===== config.mk =====
export PLATFORM = sky130hd
export DESIGN_NAME = polar_enc8
export DESIGN_NICKNAME = d
export VERILOG_FILES = /design/src/rtl/polar_enc8.sv
export SDC_FILE = /design/constraint.sdc
export NUM_CORES = 1
export LEC_CHECK = 0
export BUFFER_PORTS_ARGS = -buffer_cell sky130_fd_sc_hd__buf_2
export CELL_PAD_IN_SITES_DETAIL_PLACEMENT = 0
export CELL_PAD_IN_SITES_GLOBAL_PLACEMENT = 2
export CORE_MARGIN = 4
export CORE_UTILIZATION = 27
export DETAILED_ROUTE_END_ITERATION = 16
export PLACE_DENSITY = 0.73
export REMOVE_ABC_BUFFERS = 1
export SETUP_SLACK_MARGIN = 0.1
export SLEW_MARGIN = 20
export SYNTH_ARGS = -nofsm -noshare
export SYNTH_HDL_FRONTEND = slang
export SYNTH_SLANG_ARGS = --single-unit

===== constraint.sdc =====
create_clock -name clk -period 0.9 [get_ports clk]
set_input_delay 0.09 -clock clk [delete_from_list [all_inputs] [get_ports clk]]
set_output_delay 0.09 -clock clk [all_outputs]
set_load 0.01 [all_outputs]

===== src/rtl/polar_enc8.sv =====
module polar_enc8 #(
  parameter int KBITS = 4,
  parameter int NBITS = 8
) (
  input  logic             clk,
  input  logic             rst,
  input  logic             in_valid,
  input  logic [KBITS-1:0] in_info,
  output logic             out_valid,
  output logic [NBITS-1:0] out_code
);
  localparam int LEVELS = $clog2(NBITS);

  logic             v1, v2, v3;
  logic [KBITS-1:0] info_q;
  logic [NBITS-1:0] vec_q, code_q;
  logic [NBITS-1:0] vec_d;
  logic [NBITS-1:0] lvl [LEVELS+1];

  always_ff @(posedge clk) begin
    if (rst) begin
      v1     <= 1'b0;
      info_q <= '0;
    end else begin
      v1     <= in_valid;
      info_q <= in_valid ? in_info : '0;
    end
  end

  assign vec_d = {info_q[1], info_q[3], info_q[0], 1'b0, info_q[2], 3'b000};

  always_ff @(posedge clk) begin
    if (rst) begin
      v2    <= 1'b0;
      vec_q <= '0;
    end else begin
      v2    <= v1;
      vec_q <= vec_d;
    end
  end

  assign lvl[0] = vec_q;
  for (genvar l = 0; l < LEVELS; l++) begin : g_lvl
    localparam int SPAN = NBITS >> (l + 1);
    for (genvar i = 0; i < NBITS; i++) begin : g_bit
      if ((i & SPAN) == 0) begin : g_xor
        assign lvl[l+1][i] = lvl[l][i] ^ lvl[l][i+SPAN];
      end else begin : g_pass
        assign lvl[l+1][i] = lvl[l][i];
      end
    end
  end

  always_ff @(posedge clk) begin
    if (rst) begin
      v3     <= 1'b0;
      code_q <= '0;
    end else begin
      v3     <= v2;
      code_q <= lvl[LEVELS];
    end
  end

  assign out_valid = v3;
  assign out_code  = code_q;

  a_r1_reset_clear: assert property (@(posedge clk)
    rst |=> (!out_valid && out_code == '0));

  a_r2_valid_chain: assert property (@(posedge clk) disable iff (rst)
    v2 |=> out_valid);

  a_r6_idle_zero: assert property (@(posedge clk) disable iff (rst)
    !out_valid |-> out_code == '0);

  a_r3_frozen_parity: assert property (@(posedge clk) disable iff (rst)
    out_valid |-> ((^out_code) == 1'b0
                   && (out_code[1]^out_code[3]^out_code[5]^out_code[7]) == 1'b0
                   && (out_code[2]^out_code[3]^out_code[6]^out_code[7]) == 1'b0
                   && (out_code[4]^out_code[5]^out_code[6]^out_code[7]) == 1'b0));

  a_r4_last_bit: assert property (@(posedge clk) disable iff (rst)
    $rose(out_valid) |-> out_code[7] == $past(vec_q[7]));
endmodule


Word-level counts from Yosys, hierarchy flattened. Cells that the tools add are included.

Bitwise logic cells: 13. Reductions and logical operators: 1.

Operator list (count): XOR 1 bit (12); OR reduction 2 bit (1); NOT 1 bit (1).

Flip-flop bits (word level): 23. Bits of input ports: 7.

Logic depth before layout (Yosys ltp).
Depth in word-level cells: 3. Depth in mapped cells: 4. Mapped depth without buffers: 3.

Worst setup path after synthesis. Ideal clock, no wire load.

Kind: register to register. Start point: register vec_q[7]. End point: register code_q[1], in the netlist out_code[1]. Library setup time: 0.066 ns. Data required time: 0.834 ns. Cell stages (with the launch flop): 5. Arrival: 0.878 ns. Setup slack: -0.044 ns. Cells stage by stage: dfxtp_1 -> buf_6 -> xnor2_4 -> or2_1 -> a21oi_2.

Cells in the longest elaborated chain, start to end: 2.

Ends and longest elaborated chain: from (decl) (line 16) `logic [NBITS-1:0] vec_q, code_q;`; from (signal assigned) (line 38) `vec_q <= vec_d;`; XOR 1 bit (2 in series) (line 47) `assign lvl[l+1][i] = lvl[l][i] ^ lvl[l][i+SPAN];`; to (signal assigned) (line 60) `code_q <= lvl[LEVELS];`; to (decl) (line 16).

No other way between the ends. A chain may end at the register's enable or synchronous reset.

Worst setup path in the final report. Ends and elaborated chain as after synthesis.

==> results by group <==
Routing
  – Initial DRC Count: 1
  – WL/cell: approximately 7.5 um
  – Vias per cell: roughly 3.6
  – Vias: 370
  – DR DRC count: 0
  – Final wirelength: around 770 um
  – DRT antenna net count: 0
  – Pre-antenna DRT Iters: 3

Global route
  – Largest net degree at the start of global routing: 11
  – Vias in the first global route: approximately 340
  – Gr usage total: under 10%
  – Initial antenna violation count: 0
  – First-pass GRT wire length: 1370 um
  – Total grt overflow: 0

Worst setup path
  – Startpoint Class: register
  – Critical path arrival: ~1.1 ns
  – CP endpoint kind: register
  – Critical path class: register to register
  – Req. time, crit path: roughly 1.1 ns
  – Max FO, Critical Path: 6

Synthesis
  – Post-synthesis compound-gate area fraction: approximately 2.9%
  – YS warnings: 0
  – Seq/Total Area, Yosys: between 60% and 70%
  – Yosys reg bits: 19
  – Mapped cell area: roughly 600 um2
  – Mean Syn Cell Area: around 12 um2
  – Post-synth cell types: 13
  – Xor and xnor area share after synthesis: 10.3%
  – Simple-Gate Fraction of Synth Area: a little over a fifth
  – Mux share of post-synthesis cell area: 0%
  – Post-synthesis cell count: 51
  – Adder-cell area share of the yosys netlist: 0%
  – Main combinational cell family by area after synthesis: simple AND/OR/NAND/NOR gates

STA
  – Setup TNS: -0.00377 ns
  – RSZ-0062 raised after global routing: yes
  – Final setup vio count: 2
  – Final slew viol count: 0
  – Skew final: 0.00217 ns
  – Final hold vios: 0
  – Worst setup margin: -0.00221 ns
  – Tcrit/Tclk final: 100%
  – Pin slew with the least headroom to its limit: about 0.23 ns
  – Period minus WS final: ~0.9 ns
  – Rel. slew slack: a little over four fifths
  – Highest Clock Rate: between 1000 and 1500 MHz

Place
  – PortBufs: 15
  – DP Area: roughly 730 um2
  – Placer Congestion: 0.752

Power
  – Pwr dens: roughly 1700 nW/um2
  – Leakage Power: between 0.0003 and 0.0004 uW
  – Peak supply drop: approximately 800 uV

Floorplan
  – Initial Utilization: between 20 and 30%
  – Die Span X: approximately 55 um
  – Num rows: 16
  – Core box area: 2040 um2
  – Die height: between 50 and 60 um
  – Die area: between 3000 and 4000 um2
  – IO Count: 16

Clock network
  – Clk sinks: 19
  – CTS tree: done
  – CTS H-tree lvls: 1
  – Inserted Clock Buffers: 3
  – Clock Latency Late Sink: just under 0.3 ns
  – Max clock buf depth: 2
  – Root Buffer: clkbuf_4
  – Clk pin slew, worst setup/hold paths: ~0.10 ns
  – # Post-CTS Setup Buffers: 0

Final layout
  – Final #Nets: between 80 and 90
  – Design area: just over 800 um2
  – Area growth syn-to-layout: 34.6%
  – Fill cell count: about 200
  – Area of the multi-input gates: between 200 and 250 um2
  – Register area: slightly below 400 um2
  – Layout cells sized above 1: 42.1%
  – Ant. Diodes: 0

Hold path
  – Worst hold path type: input pin to register

Status
  – Failing checks: setup timing
  – Outcome: finished with violations

Job
  – MaxCap Viol Count: 0
==> cell type report <==
type	count	share of cell area, %
clock buffer	4	3.22
tap	27	4.13
timing repair buffer	23	18.5
sequential	19	47.2
multi-input combinational	30	27.0
==> final timing paths <==
| path | slack [ns] | startpoint | cells after the start | endpoint |
|---|---|---|---|---|
| setup / recovery | -0.002 | vec_q[7] | 3 | out_code[1] |
| hold / removal | 0.05 | rst | 2 | vec_q[5] |
| setup reg to reg | -0.002 | vec_q[7] | 3 | out_code[1] |
| hold reg to reg | 0.44 | info_q[0] | 1 | vec_q[5] |
==> timing repair <==
| item | CTS | global route |
|---|---|---|
| hold buffers | 4 | 0 |
| endpoints found under the setup margin | 15 | 16 |
| pin swaps | 1 | 0 |
| hold endpoints to repair | 4 | 0 |
| resized for setup | 4 | 3 |
==> layer usage <==
metal	vias to the layer above	share of wire, %	GRT usage, %
met1	151	42	5.52
met2	15	43	9.29
met3	2	12	3.73
met5	-	0	0
li1	202	-	-
met4	0	2.2	4.17
==> where the power goes <==
group	switching, uW	leakage [uW]	internal, uW
Sequential	10.1	0.000157	872
Combinational	49.5	0.000179	67.8
Clock	243	0.0000150	172
Total	302	0.000351	1110
==> cell usage in the layout, fill, tap and decap left out <==
| cell type | count |
|---|---|
| nor2b_1 | 8 |
| buf_4 | 4 |
| xnor2_4 | 1 |
| xnor2_1 | 2 |
| nor2_1 | 5 |
| nand2_1 | 2 |
| buf_6 | 1 |
| nor3_2 | 1 |
| clkbuf_1 | 1 |
| dfxtp_1 | 15 |
| dfxtp_2 | 4 |
| buf_2 | 14 |
| xor2_1 | 1 |
| and2_4 | 1 |
| dlygate4sd3_1 | 4 |
| a21oi_2 | 2 |
| xor2_2 | 1 |
| clkbuf_4 | 3 |
| and2_1 | 4 |
| or2_1 | 2 |
==> state kept, by name (all words and copies together) (netlist names) <==
register   cells
vec_q          4
out_valid      1
v2             1
out_code       8
v1             1
info_q         4
==> cells by family (layout without fill, tap and decap cells) <==
| kind of cell | count (synthesis) | count (layout) |
|---|---|---|
| compound gates | 2 | 2 |
| xor+xnor | 5 | 5 |
| buf+inv | 2 | 27 |
| flops | 19 | 19 |
| simple gates | 23 | 23 |
==> Yosys cell counts <==
| master | instances | area (um2) |
|---|---|---|
| a21oi_2 | 2 | 17.5 |
| buf_2 | 1 | 5.00 |
| or2_1 | 2 | 12.5 |
| dfxtp_1 | 19 | 380 |
| nor3_2 | 1 | 10.0 |
| nor2_1 | 5 | 18.8 |
| xnor2_1 | 2 | 17.5 |
| xnor2_4 | 1 | 27.5 |
| buf_6 | 1 | 11.3 |
| nand2_1 | 2 | 7.51 |
| and2_1 | 5 | 31.3 |
| nor2b_1 | 8 | 50.1 |
| xor2_1 | 2 | 17.5 |
==> metrics by stage <==
stage / worst slack (ns) / hold WS [ns] / utilization [%] / cells / power (uW)
after floorplan: -0.0960 / 0.152 / - / 49 / 954
after global placement: -0.0325 / 0.290 / 35.7 / 95 / 1000
after detailed placement: -0.0339 / 0.291 / 35.7 / 95 / 1000
after CTS: -0.0223 / 0.0442 / 39.5 / 103 / 1440
after global routing: -0.0606 / 0.0454 / 40.0 / 103 / 1510
final: -0.00221 / 0.0516 / 40.0 / 103 / 1410
==> worst max-delay path, cell delays in order, from the launching register on <==
cell and delay [ns]:
dfxtp_2 0.36, xnor2_4 0.16, or2_1 0.22, a21oi_2 0.10
(Power assumes the default switching activity.)
